[src/rtl/icr_pkg.sv]
package icr_pkg;

   typedef enum logic [1:0] {
      ICR_NONE     = 2'b00,
      ICR_OPCODE   = 2'b01,
      ICR_POINTER  = 2'b10,
      ICR_SECURITY = 2'b11
   } icr_cause_e;

endpackage

[src/rtl/icr_opcode_check.sv]
module icr_opcode_check #(
   parameter int unsigned INSN_W  = 24,
   parameter int unsigned TAG_W   = 8,
   parameter logic [7:0]  TAG_VAL = 8'h3F
) (
   input  logic              valid_i,
   input  logic [INSN_W-1:0] word_i,
   output logic              hit_o
);

   localparam logic [INSN_W-1:0] TAG_MASK = {{TAG_W{1'b1}}, {(INSN_W-TAG_W){1'b0}}};
   localparam logic [INSN_W-1:0] TAG_PAT  =
      {TAG_VAL[TAG_W-1:0], {(INSN_W-TAG_W){1'b0}}};

   if (TAG_W > 8 || TAG_W == 0) begin : g_bad_tag
      $error("icr_opcode_check: TAG_W must lie in 1..8");
   end
   if (TAG_W >= INSN_W) begin : g_bad_insn
      $error("icr_opcode_check: TAG_W must be narrower than INSN_W");
   end

   always_comb begin
      hit_o = valid_i && ((word_i & TAG_MASK) == TAG_PAT);
   end

endmodule

[src/rtl/icr_reg_tracker.sv]
module icr_reg_tracker #(
   parameter int unsigned NREG      = 16,
   parameter int unsigned SP_IDX    = 15,
   parameter int unsigned PTR_PORTS = 2,
   localparam int unsigned IDX_W    = $clog2(NREG)
) (
   input  logic                       clk_i,
   input  logic                       rst_i,
   input  logic                       wr_en_i,
   input  logic [IDX_W-1:0]           wr_idx_i,
   input  logic [PTR_PORTS-1:0]       ptr_use_i,
   input  logic [PTR_PORTS*IDX_W-1:0] ptr_idx_i,
   output logic                       hit_o
);

   if ((1 << IDX_W) != NREG) begin : g_bad_nreg
      $error("icr_reg_tracker: NREG must be a power of two");
   end
   if (SP_IDX >= NREG) begin : g_bad_sp
      $error("icr_reg_tracker: SP_IDX out of range");
   end
   if (PTR_PORTS == 0) begin : g_bad_ports
      $error("icr_reg_tracker: need at least one pointer port");
   end

   logic [NREG-1:0]      init_v;
   logic [NREG-1:0]      wr_hot;
   logic [NREG-1:0]      known;
   logic [PTR_PORTS-1:0] miss;

   always_comb begin
      wr_hot = '0;
      if (wr_en_i) wr_hot[wr_idx_i] = 1'b1;
   end

   for (genvar r = 0; r < NREG; r++) begin : g_reg
      if (r == SP_IDX) begin : g_sp
         assign init_v[r] = 1'b1;
      end else begin : g_gp
         logic mark_q;
         always_ff @(posedge clk_i) begin
            if (rst_i)          mark_q <= 1'b0;
            else if (wr_hot[r]) mark_q <= 1'b1;
         end
         assign init_v[r] = mark_q;

         // a write leaves the register marked from the next cycle
         a_r3_write_marks: assert property (@(posedge clk_i) disable iff (rst_i)
            wr_hot[r] |=> init_v[r]);
         // reset clears the mark
         a_r8_reset_clears: assert property (@(posedge clk_i)
            rst_i |=> !init_v[r]);
      end
   end

   assign known = init_v | wr_hot;

   for (genvar p = 0; p < PTR_PORTS; p++) begin : g_port
      assign miss[p] = ptr_use_i[p] && !known[ptr_idx_i[p*IDX_W +: IDX_W]];
   end

   assign hit_o = |miss;

endmodule

[src/rtl/icr_segment_guard.sv]
module icr_segment_guard #(
   parameter int unsigned ADDR_W   = 24,
   parameter int unsigned NUM_WIN  = 2,
   parameter logic [NUM_WIN*ADDR_W-1:0] WIN_LO = {24'h001000, 24'h000200},
   parameter logic [NUM_WIN*ADDR_W-1:0] WIN_HI = {24'h0017FF, 24'h0003FF},
   parameter bit GUARD_BRANCH = 1'b1,
   parameter bit GUARD_VECTOR = 1'b1
) (
   input  logic              load_i,
   input  logic              kind_i,
   input  logic [ADDR_W-1:0] target_i,
   output logic              hit_o
);

   if (NUM_WIN == 0) begin : g_bad_count
      $error("icr_segment_guard: need at least one window");
   end

   logic [NUM_WIN-1:0] in_win;
   logic               kind_on;

   for (genvar w = 0; w < NUM_WIN; w++) begin : g_win
      localparam logic [ADDR_W-1:0] LO = WIN_LO[w*ADDR_W +: ADDR_W];
      localparam logic [ADDR_W-1:0] HI = WIN_HI[w*ADDR_W +: ADDR_W];
      if (LO > HI) begin : g_bad_win
         $error("icr_segment_guard: window start above window end");
      end
      if (LO == '0) begin : g_from_zero
         assign in_win[w] = (target_i <= HI);
      end else begin : g_bounded
         assign in_win[w] = (target_i >= LO) && (target_i <= HI);
      end
   end

   if (GUARD_BRANCH && GUARD_VECTOR) begin : g_both
      assign kind_on = kind_i | 1'b1;
   end else if (GUARD_VECTOR) begin : g_vec_only
      assign kind_on = kind_i;
   end else if (GUARD_BRANCH) begin : g_br_only
      assign kind_on = !kind_i;
   end else begin : g_none
      assign kind_on = kind_i & 1'b0;
   end

   assign hit_o = load_i && kind_on && (|in_win);

endmodule

[src/rtl/illegal_cond_reset.sv]
module illegal_cond_reset
   import icr_pkg::*;
#(
   parameter int unsigned INSN_W    = 24,
   parameter int unsigned TAG_W     = 8,
   parameter logic [7:0]  TAG_VAL   = 8'h3F,
   parameter int unsigned NREG      = 16,
   parameter int unsigned SP_IDX    = 15,
   parameter int unsigned PTR_PORTS = 2,
   parameter int unsigned ADDR_W    = 24,
   parameter int unsigned NUM_WIN   = 2,
   parameter logic [NUM_WIN*ADDR_W-1:0] WIN_LO = {24'h001000, 24'h000200},
   parameter logic [NUM_WIN*ADDR_W-1:0] WIN_HI = {24'h0017FF, 24'h0003FF},
   parameter bit GUARD_BRANCH = 1'b1,
   parameter bit GUARD_VECTOR = 1'b1,
   localparam int unsigned IDX_W = $clog2(NREG)
) (
   input  logic                       clk_i,
   input  logic                       rst_i,
   input  logic                       fetch_valid_i,
   input  logic [INSN_W-1:0]          fetch_word_i,
   input  logic                       wr_en_i,
   input  logic [IDX_W-1:0]           wr_idx_i,
   input  logic [PTR_PORTS-1:0]       ptr_use_i,
   input  logic [PTR_PORTS*IDX_W-1:0] ptr_idx_i,
   input  logic                       pc_load_i,
   input  logic                       pc_kind_i,
   input  logic [ADDR_W-1:0]          pc_target_i,
   output logic                       rst_req_o,
   output logic [1:0]                 cause_o
);

   logic       opc_hit, ptr_hit, sec_hit;
   icr_cause_e cause_d, cause_q;
   logic       fire, fired_q, req_q;

   icr_opcode_check #(
      .INSN_W (INSN_W),
      .TAG_W  (TAG_W),
      .TAG_VAL(TAG_VAL)
   ) u_opcode (
      .valid_i(fetch_valid_i),
      .word_i (fetch_word_i),
      .hit_o  (opc_hit)
   );

   icr_reg_tracker #(
      .NREG     (NREG),
      .SP_IDX   (SP_IDX),
      .PTR_PORTS(PTR_PORTS)
   ) u_regs (
      .clk_i    (clk_i),
      .rst_i    (rst_i),
      .wr_en_i  (wr_en_i),
      .wr_idx_i (wr_idx_i),
      .ptr_use_i(ptr_use_i),
      .ptr_idx_i(ptr_idx_i),
      .hit_o    (ptr_hit)
   );

   icr_segment_guard #(
      .ADDR_W      (ADDR_W),
      .NUM_WIN     (NUM_WIN),
      .WIN_LO      (WIN_LO),
      .WIN_HI      (WIN_HI),
      .GUARD_BRANCH(GUARD_BRANCH),
      .GUARD_VECTOR(GUARD_VECTOR)
   ) u_guard (
      .load_i  (pc_load_i),
      .kind_i  (pc_kind_i),
      .target_i(pc_target_i),
      .hit_o   (sec_hit)
   );

   // fixed priority: opcode, then pointer, then security
   always_comb begin
      if (opc_hit)      cause_d = ICR_OPCODE;
      else if (ptr_hit) cause_d = ICR_POINTER;
      else if (sec_hit) cause_d = ICR_SECURITY;
      else              cause_d = ICR_NONE;
   end

   assign fire = (cause_d != ICR_NONE) && !fired_q;

   always_ff @(posedge clk_i) begin
      if (rst_i) begin
         req_q   <= 1'b0;
         cause_q <= ICR_NONE;
         fired_q <= 1'b0;
      end else begin
         req_q   <= fire;
         cause_q <= fire ? cause_d : ICR_NONE;
         fired_q <= fired_q | fire;
      end
   end

   assign rst_req_o = req_q;
   assign cause_o   = cause_q;

   // illegal opcode leads to an opcode-cause request
   a_r1_opcode_fires: assert property (@(posedge clk_i) disable iff (rst_i)
      (opc_hit && !fired_q) |=> (rst_req_o && cause_o == 2'b01));
   // unwritten pointer without opcode leads to a pointer-cause request
   a_r2_pointer_fires: assert property (@(posedge clk_i) disable iff (rst_i)
      (ptr_hit && !opc_hit && !fired_q) |=> (rst_req_o && cause_o == 2'b10));
   // security only when nothing above it fires
   a_r5_security_fires: assert property (@(posedge clk_i) disable iff (rst_i)
      (sec_hit && !opc_hit && !ptr_hit && !fired_q) |=> (rst_req_o && cause_o == 2'b11));
   // exactly one cycle of request
   a_r7_single_pulse: assert property (@(posedge clk_i) disable iff (rst_i)
      rst_req_o |=> !rst_req_o);
   // locked after firing until reset
   a_r7_locked: assert property (@(posedge clk_i) disable iff (rst_i)
      (fired_q && !rst_req_o) |=> !rst_req_o);
   // cause is zero without a request
   a_r7_quiet_cause: assert property (@(posedge clk_i) disable iff (rst_i)
      !rst_req_o |-> (cause_o == 2'b00));
   // reset silences the outputs
   a_r8_reset_quiet: assert property (@(posedge clk_i)
      rst_i |=> (!rst_req_o && cause_o == 2'b00));

endmodule

[config.mk]
export PLATFORM = sky130hd
export DESIGN_NAME = illegal_cond_reset
export DESIGN_NICKNAME = d
export VERILOG_FILES = /design/src/rtl/icr_pkg.sv /design/src/rtl/icr_opcode_check.sv /design/src/rtl/icr_reg_tracker.sv /design/src/rtl/icr_segment_guard.sv /design/src/rtl/illegal_cond_reset.sv
export SDC_FILE = /design/constraint.sdc
export NUM_CORES = 1
export LEC_CHECK = 0
export BUFFER_PORTS_ARGS = -buffer_cell sky130_fd_sc_hd__buf_2
export CORE_UTILIZATION = 41
export CTS_CLUSTER_SIZE = 14
export DETAILED_ROUTE_END_ITERATION = 8
export PLACE_DENSITY = 0.88
export SETUP_SLACK_MARGIN = 0.15
export SLEW_MARGIN = 20
export SYNTH_ARGS = -nofsm -noshare
export SYNTH_HDL_FRONTEND = slang
export SYNTH_HIERARCHICAL = 1
export SYNTH_SLANG_ARGS = --single-unit
[constraint.sdc]
create_clock -name clk_i -period 2.9 [get_ports clk_i]
set_clock_uncertainty 0.1 [all_clocks]
set_input_delay 0.58 -clock clk_i [delete_from_list [all_inputs] [get_ports clk_i]]
set_output_delay 0.58 -clock clk_i [all_outputs]
set_load 0.01 [all_outputs]
* Yosys cells after proc, flatten, opt, wreduce, memory -nomap -nowiden
Cells that the tools add are included.
** Storage, ports and cells
- Bits in registers :: 19
- Bits of input ports :: 68
- Output and inout bits :: 3
- Word-level logic and storage cells :: 55
** Operators by class
- Order comparisons :: 8
- Equality and inequality tests :: 1
- Mux-type cells :: 10
- Bitwise operators :: 3
- Reduce and logical (&&, ||, !) cells :: 15
** Operator list (count)
- 24-bit by 10-bit >= comparator with 1-bit output (second input constant) :: 1
- 24-bit by 13-bit >= comparator with 1-bit output (second input constant) :: 1
- 24-bit by 10-bit <= comparator with 1-bit output (second input constant) :: 1
- 24-bit by 13-bit <= comparator with 1-bit output (second input constant) :: 1
- 16-bit two-way mux :: 1
- 16-bit bitwise OR :: 1
- 4-bit by 5-bit < comparator with 1-bit output (second input constant) :: 3
- 1-bit binary-select mux with 4-bit select :: 2
- 8-bit by 6-bit equality test with 1-bit output (second input constant) :: 1
- 1-bit logical AND :: 8
- 2-bit two-way mux :: 3
- 2-bit OR reduction :: 3
- 1-bit demux with 4-bit select :: 1
- 4-bit by 1-bit >= comparator with 1-bit output (second input constant) :: 1
- 1-bit zero test :: 3
- 1-bit two-way mux :: 3
- 2-bit nonzero test :: 1
- 1-bit NOT :: 1
- 1-bit bitwise OR :: 1

* Logic depth before layout (Yosys ltp)
Gate-level depths: netlist (run 1).
- Depth in word-level cells :: 17
- Mapped depth :: 9
- Gate-level depth less buffers :: 8

* Modules after synthesis
The synthesis (run 1) kept the hierarchy.
** By module, submodules not included
- icr_reg_tracker :: times used 1, cells each 106, area an instance 877.1 µm², sequential area each 300.3 µm²
- illegal_cond_reset :: times used 1, cells each 12, area an instance 131.4 µm², sequential area each 80.1 µm²
- icr_segment_guard :: times used 1, cells each 9, area an instance 53.8 µm², sequential area each 0.0 µm²
- icr_opcode_check :: times used 1, cells each 3, area an instance 28.8 µm², sequential area each 0.0 µm²

* Worst setup path before layout (run 1)
Ideal clock, no wire load.
- Path kind :: input to register
- From :: input port wr_idx_i[2]
- To :: register cause_q[0] (netlist: cause_o[0])
- Setup time :: 115 ps
- Arrival :: 2088 ps
- Required time :: 2685 ps
- Setup slack :: 597 ps
- Stages :: 9
- Path through :: buf_2 and3b_4 a2111oi_1 o31ai_1 o311a_1 nor4_1 a41o_1 nor2b_1 o21a_1
** Between the ends
- Word-level cells in the longest chain between the ends :: 17
- Elaborated cells on any way between the ends :: 22
** RTL lines
- start: declaration :: RTL line illegal_cond_reset.sv:23 : input logic [IDX_W-1:0] wr_idx_i,
- 4-bit by 5-bit < comparator with 1-bit output (not written as such) or 4-bit by 1-bit >= comparator with 1-bit output (tied branches) :: RTL line icr_reg_tracker.sv:33 : if (wr_en_i) wr_hot[wr_idx_i] = 1'b1;
- 1-bit logical AND (not written as such) :: RTL line icr_reg_tracker.sv:33
- 1-bit two-way mux (not written as such) :: RTL line icr_reg_tracker.sv:33
- 1-bit demux with 4-bit select *
- 16-bit two-way mux * :: RTL line icr_reg_tracker.sv:33
- 16-bit bitwise OR * :: RTL line icr_reg_tracker.sv:56 : assign known = init_v | wr_hot;
- 1-bit binary-select mux with 4-bit select :: RTL line icr_reg_tracker.sv:59 : assign miss[p] = ptr_use_i[p] && !known[ptr_idx_i[p*IDX_W +: IDX_W]];
- 1-bit two-way mux (not written as such) :: RTL line icr_reg_tracker.sv:59
- [2 not listed]
- 2-bit OR reduction * :: RTL line icr_reg_tracker.sv:62 : assign hit_o = |miss;
- net ptr_hit :: RTL line illegal_cond_reset.sv:33 : logic opc_hit, ptr_hit, sec_hit;
- 2-bit two-way mux * :: RTL line illegal_cond_reset.sv:78 : else if (ptr_hit) cause_d = ICR_POINTER;
- 2-bit two-way mux * :: RTL line illegal_cond_reset.sv:77 : if (opc_hit) cause_d = ICR_OPCODE;
- 2-bit nonzero test :: RTL line illegal_cond_reset.sv:83 : assign fire = (cause_d != ICR_NONE) && !fired_q;
- 1-bit logical AND :: RTL line illegal_cond_reset.sv:83
- 1-bit NOT (no source line)
- 2-bit OR reduction (no source line)
- end signal: assignment :: RTL line illegal_cond_reset.sv:92 : cause_q <= fire ? cause_d : ICR_NONE;
- end: declaration :: RTL line illegal_cond_reset.sv:34 : icr_cause_e cause_d, cause_q;
Mark *: on every way through the listed nets, which the timed path passes. The rest lies on a longest branch. The select of a mux whose other input is x is not followed.
A chain may end at the register's enable or synchronous reset.

* Worst setup path after layout (run 1)
- From :: input port wr_idx_i[3]
- To :: register cause_q[0] (netlist: cause_o[0])
Same word-level chain as after synthesis.

==> impl_metrics.csv, run 1 <==
group,metric,value,unit
outcome,status,"finished, final reports clean",
yosys,synth_area_per_cell,8.39,um2
critical_path,reg2reg_slack,0.89,ns
drt,wl_met2,1210,um
layout,multi_input_area,667,um2
layout,regArea,380,um2
die,die_w,53.6,um
global_route,gr-total-overflow,0,
layout,layout-drive-gt1-share,34.1,%
yosys,synth_top_area_share,34.9,%
placed_design,dpl-instance-area,0.00132,mm2
critical_path,cp_data_arrival_time,2.50,ns
die,start_util,43.6,%
die,core,0.00250,mm2
critical_path,worstPathBufferInverterCount,1,
global_route,grt_usage,20.3,%
placed_design,dp_cells,199,
yosys,netlist_top_cells_area,"dfxtp_1 (35%), nor2_1 (7.9%), a21oi_1 (4.6%)",
critical_path,critical_path.max_stage_delay,0.41,ns
critical_path,cpMaxStageDelayCell,"a2111oi_1",
yosys,ys_warn_count,6,
sta,final.setup.tns,0,ns
yosys,synth_ff_type,"dfxtp_1",
pwr,p_total,0.000522,W
drt,top_layer,"met3",
yosys,synth_area_leader_cell,"dfxtp_1",
drt,wl_per_cell,13.4,um
drt,m1WireLength,1260,um
sta,drv_slew,0,
job,maxCapViolCount,0,
sta,timing.final.crit_share,82.4,%
critical_path,crit_required,3.01,ns
global_route,antenna_found_initial,0,
drt,drc_errors,0,
clocking,cts_tree,"done",
critical_path,start_kind,"primary input",
clocking,clockBufferDepth,2,
clocking,cts-resized-gates,0,
die,die_h,53.6,um
drt,dr.pass1.iters,4,
yosys,synth-seq-cells,19,
layout,num-nets-final,242,
yosys,yosysMostFrequentCell,"nor2_1",
die,io_pins,71,
worst_hold_path,hp-start,"fired_q",
drt,drt_iter0_drc,32,
critical_path,cp_max_fo,10,
clocking,post_cts_buffers,0,
critical_path,crit_start,"wr_idx_i[3]",
sta,rsz0062_at_grt,"no",
critical_path,worst-path-stages,9,
placed_design,pre_cts_ws,0.225,ns
drt,ant_nets,0,
sta,postLayoutSetupSlackWorst,0.509,ns
critical_path,cp_top_family,"compound AO/OA/AOI/OAI gates",
die,fp-row-count,18,
yosys,syn_nets,198,
yosys,synthCells,130,
critical_path,crit_chain,"buf_2, and3b_4, a2111oi_1, o31ai_1, o311a_1, nor4_1, a41o_1, nor2b_1, o21a_1",
drt,wl_met3,240,um
yosys,synth_seq_area_share,34.9,%
critical_path,critPathKind,"in2reg",
critical_path,cp-end-kind,"register",
critical_path,ff2ff_path_depth,7,
critical_path,worstSetupEndpoint,"cause_o[0]",
drt,finalWirelength,2710,um
layout,antenna_cells,0,
clocking,cts_made_buffers,3,
placed_design,io_buffers,44,
yosys,async_reset_ff_share,0,%
yosys,synth_edf_count,0,
sta,period_needed,2.39,ns
critical_path,r2r-end,"cause_o[0]",
global_route,grt_first_pass_wirelength,4200,um
sta,setup_viol,0,
pwr,leakage,0.573,nW
clocking,holdBufCountCts,0,
yosys,synth_commonest_cells,"nor2_1 (23), dfxtp_1 (19), a21oi_1 (10)",
clocking,h-tree-depth,1,
placed_design,finalWeightedCongestion,0.887,
layout,finalNonFillerCells,203,
layout,nFillCells,240,
layout,syn2layout_area_growth,23.7,%
drt,avgViaCountPerCell,5.73,
clocking,clock-root-buffer,"clkbuf_4",
drt,num_vias,1164,
clocking,clk-insertion-delay-late,0.30,ns
sta,worstMarginPinSlew,0.447,ns
sta,max_freq,418,MHz
pwr,power_density,387,mW/mm2
worst_hold_path,hold_class,"reg2reg",
yosys,synth_area,0.00109,mm2
yosys,synth.distinct_cells,41,
die,die_area,0.00287,mm2
placed_design,dp_hpwl,2090,um
clocking,clk_pin_slew,0.12,ns
global_route,first_global_vias,997,
global_route,grt_max_degree,19,
clocking,cts.sinks,19,
layout,design_area,0.00135,mm2
sta,slew_headroom,69.5,%
sta,final_hold_viol_count,0,
critical_path,r2r_start,"u_regs/g_reg[6].g_gp.mark_q",
pwr,max-vdd-ir-drop,0.213,mV
[layout by cell type, fill, tap and decap left out, types with 2 or more instances in the layout]
master     instances
nor2b_1            6
nand4b_1           2
a21oi_1           10
a2111oi_0          3
buf_2             44
dfxtp_1           19
clkbuf_4           3
a41oi_1            4
a31oi_1            4
nand2b_1           3
nor2_1            23
mux2i_1            5
or2_2              3
nand4_1            2
inv_1              4
nor4_1             3
nor4_2             2
nand3_1            5
nand2_1            6
[through the flow]
| stage | hold slack, ns | utilization [%] |
|---|---|---|
| after detailed placement | 0.358 | 52.8 |
| after global routing | 0.401 | 54.0 |
| final | 0.384 | 54.0 |
| after floorplan | 0.331 | - |
| after global placement | 0.342 | 52.8 |
| after CTS | 0.386 | 54.0 |
[power by group]
group	switching, W	total, W	internal, W
sequential	0.00000337	0.000273	0.000269
clock	0.0000856	0.000138	0.0000525
combinational	0.0000605	0.000111	0.0000506
total	0.000150	0.000522	0.000372
[routing by layer]
metal,up-vias,track usage [%]
met5,-,0
met3,0,3.39
met4,0,6.58
met1,512,27.7
met2,69,32.3
li1,583,-
[worst register-to-register path, cell delays in order (launching register included)]
cell,delay (ns)
dfxtp_1,0.33
a2111oi_1,0.43
o31ai_1,0.14
o311a_1,0.14
nor4_1,0.40
a41o_1,0.19
nor2b_1,0.06
o21a_1,0.16
[cell type report]
class,instances,area share (%)
clock inverter,1,0.556
sequential,19,28.2
timing repair buffer,44,16.3
tap,30,2.78
multi-input combinational,102,49.4
inverter,4,1.11
clock buffer,3,1.67
[cells by family after synthesis]
group	share of synthesized area, %
simple gates	32.1
compound gates	24.4
flops	34.9
buf+inv	4.01
mux	4.59
[sequential cells by signal, summed over array words and instances, names as in the netlist]
signal                cells
u_regs/g.g_gp.mark_q     15
rst_req_o                 1
fired_q                   1
cause_o                   2
[how the worst min path moves through the flow]
| stage | to | slack [ns] | cells past startpoint |
|---|---|---|---|
| after floorplan | u_regs/g_reg[9].g_gp.mark_q | 0.33 | 2 |
| after global placement | u_regs/g_reg[4].g_gp.mark_q | 0.34 | 2 |
| after detailed placement | u_regs/g_reg[9].g_gp.mark_q | 0.36 | 2 |
| after CTS | u_regs/g_reg[9].g_gp.mark_q | 0.39 | 2 |
| after global routing | u_regs/g_reg[9].g_gp.mark_q | 0.40 | 2 |
| final | cause_o[1] | 0.38 | 1 |
Note: power is estimated with default switching activity, not from simulation.
==> run 2: changes to the inputs <==
--- a/config.mk
+++ b/config.mk
@@ -6,10 +6,10 @@
 export NUM_CORES = 1
 export LEC_CHECK = 0
 export BUFFER_PORTS_ARGS = -buffer_cell sky130_fd_sc_hd__buf_2
-export CORE_UTILIZATION = 41
+export CORE_UTILIZATION = 37
 export CTS_CLUSTER_SIZE = 14
 export DETAILED_ROUTE_END_ITERATION = 8
-export PLACE_DENSITY = 0.88
+export PLACE_DENSITY = 0.85
 export SETUP_SLACK_MARGIN = 0.15
 export SLEW_MARGIN = 20
 export SYNTH_ARGS = -nofsm -noshare
==> constraint.sdc (replaced) <==
create_clock -name clk_i -period 1.9 [get_ports clk_i]
set_clock_uncertainty 0.1 [all_clocks]
set_input_delay 0.38 -clock clk_i [delete_from_list [all_inputs] [get_ports clk_i]]
set_output_delay 0.38 -clock clk_i [all_outputs]
set_load 0.01 [all_outputs]
==> impl_metrics.csv, run 2 (synthesis results as in run 1) <==
group,metric,value,unit
critical_path,cp_max_fo,5,
drt,dr.pass1.iters,4,
clocking,clockBufferDepth,2,
sta,final_hold_viol_count,0,
drt,drt_iter0_drc,30,
global_route,antenna_found_initial,0,
sta,setup_viol,4,
pwr,leakage,0.789,nW
worst_hold_path,hold_path_end,"cause_o[0]",
layout,final_cell_mix,"buf_2 (39), buf_4 (33), nor2_1 (23)",
critical_path,cpMaxStageDelayCell,"a2111oi_1",
placed_design,io_buffers,44,
drt,num_vias,1346,
drt,drc_errors,0,
worst_hold_path,hp-start,"fetch_word_i[23]",
critical_path,start_kind,"primary input",
clocking,cts_made_buffers,3,
die,die_h,56.3,um
sta,drv_slew,0,
critical_path,cp-end-kind,"register",
critical_path,cp_data_arrival_time,2.27,ns
pwr,max-vdd-ir-drop,0.495,mV
placed_design,finalWeightedCongestion,0.891,
layout,num-nets-final,276,
layout,top_register,"u_regs/g.g_gp.mark_q",
critical_path,crit_chain,"buf_4, and3b_1, a2111oi_1, nor4_1, o311a_1, nor4_2, buf_4, a41o_1, nor2b_1, o21a_1",
sta,postLayoutSetupSlackWorst,-0.254,ns
clocking,cts.sinks,19,
drt,ant_nets,0,
drt,finalWirelength,3660,um
critical_path,cp_top_family,"compound AO/OA/AOI/OAI gates",
layout,syn2layout_area_growth,65.0,%
clocking,holdBufCountCts,0,
die,die_w,56.3,um
global_route,grt_first_pass_wirelength,5220,um
pwr,power_density,495,mW/mm2
critical_path,crit_required,2.01,ns
layout,final_util,64.7,%
sta,period_needed,2.15,ns
placed_design,dp_cells,232,
sta,rsz0062_at_grt,"yes",
worst_hold_path,whs_path_depth,3,
sta,worstMarginPinSlew,0.494,ns
clocking,clk-insertion-delay-late,0.30,ns
critical_path,critical_path.max_stage_delay,0.49,ns
sta,timing.final.crit_share,113,%
drt,m1WireLength,1550,um
layout,antenna_cells,0,
clocking,clk_pin_slew,0.11,ns
outcome,status,"complete, but fails checks",
job,maxCapViolCount,0,
die,fp-row-count,19,
critical_path,worst-path-stages,10,
critical_path,r2r-end,"rst_req_o",
drt,wl_met2,1830,um
placed_design,dp_hpwl,2560,um
layout,layout-drive-gt1-share,52.7,%
die,core,0.00278,mm2
die,start_util,39.2,%
sta,final.setup.tns,-0.916,ns
drt,wl_per_cell,15.4,um
critical_path,reg2reg_slack,-0.17,ns
global_route,grt_usage,20.9,%
layout,finalNonFillerCells,238,
critical_path,critPathKind,"in2reg",
drt,avgViaCountPerCell,5.66,
die,io_pins,71,
sta,slew_headroom,67.0,%
clocking,cts_tree,"done",
die,die_area,0.00317,mm2
clocking,clock-root-buffer,"clkbuf_4",
critical_path,r2r_start,"u_regs/g_reg[1].g_gp.mark_q",
worst_hold_path,hold_class,"in2reg",
drt,wl_met3,229,um
layout,largest_reg_flops,15,
critical_path,critPathMostFrequentCell,"buf_4",
clocking,h-tree-depth,1,
global_route,grt_max_degree,19,
global_route,first_global_vias,1305,
layout,layout_commonest_cell,"buf_2",
sta,max_freq,464,MHz
critical_path,worstPathBufferInverterCount,2,
global_route,gr-total-overflow,0,
outcome,violations,"setup timing",
critical_path,ff2ff_path_depth,9,
drt,top_layer,"met4",
-- run 2: cell types whose count changed in the layout (fill, tap and decap cells not counted), sizes merged --
cell | previous run | this run
clkinvlp | 1 | 0
buf | 44 | 78
clkinv | 0 | 1
-- run 2: report_power, final --
part           internal [W]  switching (W)
Combinational      0.000143       0.000127
Sequential         0.000411     0.00000776
Clock             0.0000786       0.000125
Total              0.000632       0.000259
-- run 2: layer usage --
| layer | vias to the layer above | global-route usage, % |
|---|---|---|
| li1 | 648 | - |
| met1 | 626 | 26.4 |
| met2 | 66 | 34.4 |
| met3 | 6 | 3.00 |
| met4 | 0 | 11.1 |
| met5 | - | 0 |
-- run 2: worst max path at each step --
stage | startpoint | endpoint | slack, ns
floorplan | wr_idx_i[3] | rst_req_o | -0.13
global placement | wr_idx_i[1] | rst_req_o | -0.57
detailed placement | wr_idx_i[1] | rst_req_o | -0.58
CTS | wr_idx_i[1] | cause_o[0] | -0.20
global route | wr_idx_i[0] | cause_o[0] | -0.28
finish | wr_idx_i[0] | cause_o[0] | -0.25
-- run 2: worst reg2reg max path, delay by kind of cell (launching register included) --
family | cells | cell delay [ns]
buf+inv | 2 | 0.26
flops | 1 | 0.36
simple gates | 3 | 0.53
compound gates | 4 | 0.71
-- run 2: area by class of cell --
class | instances | area [um2]
clock buffer | 3 | 22.5
clock inverter | 1 | 5.00
fill | 218 | 981
inverter | 4 | 15.0
multi-input combinational | 102 | 817
sequential | 19 | 380
tap | 31 | 38.8
timing repair buffer | 78 | 522
-- run 2: timing repair --
item,CTS,global route
gates resized for setup,6,30
endpoints found under the hold margin,0,0
buffers inserted,0,2
setup endpoints to repair,4,4
pin swaps,3,10
-- run 2: through the flow --
step	hold slack [ns]	total power [W]	setup WS, ns	instance area, um2
5_1_grt	0.322	0.000942	-0.279	1800
3_3_place_gp	0.351	0.000645	-0.572	1580
4_1_cts	0.328	0.000855	-0.198	1640
6_report	0.330	0.000892	-0.254	1800
3_5_place_dp	0.352	0.000649	-0.581	1580
2_1_floorplan	0.331	0.000528	-0.132	1120
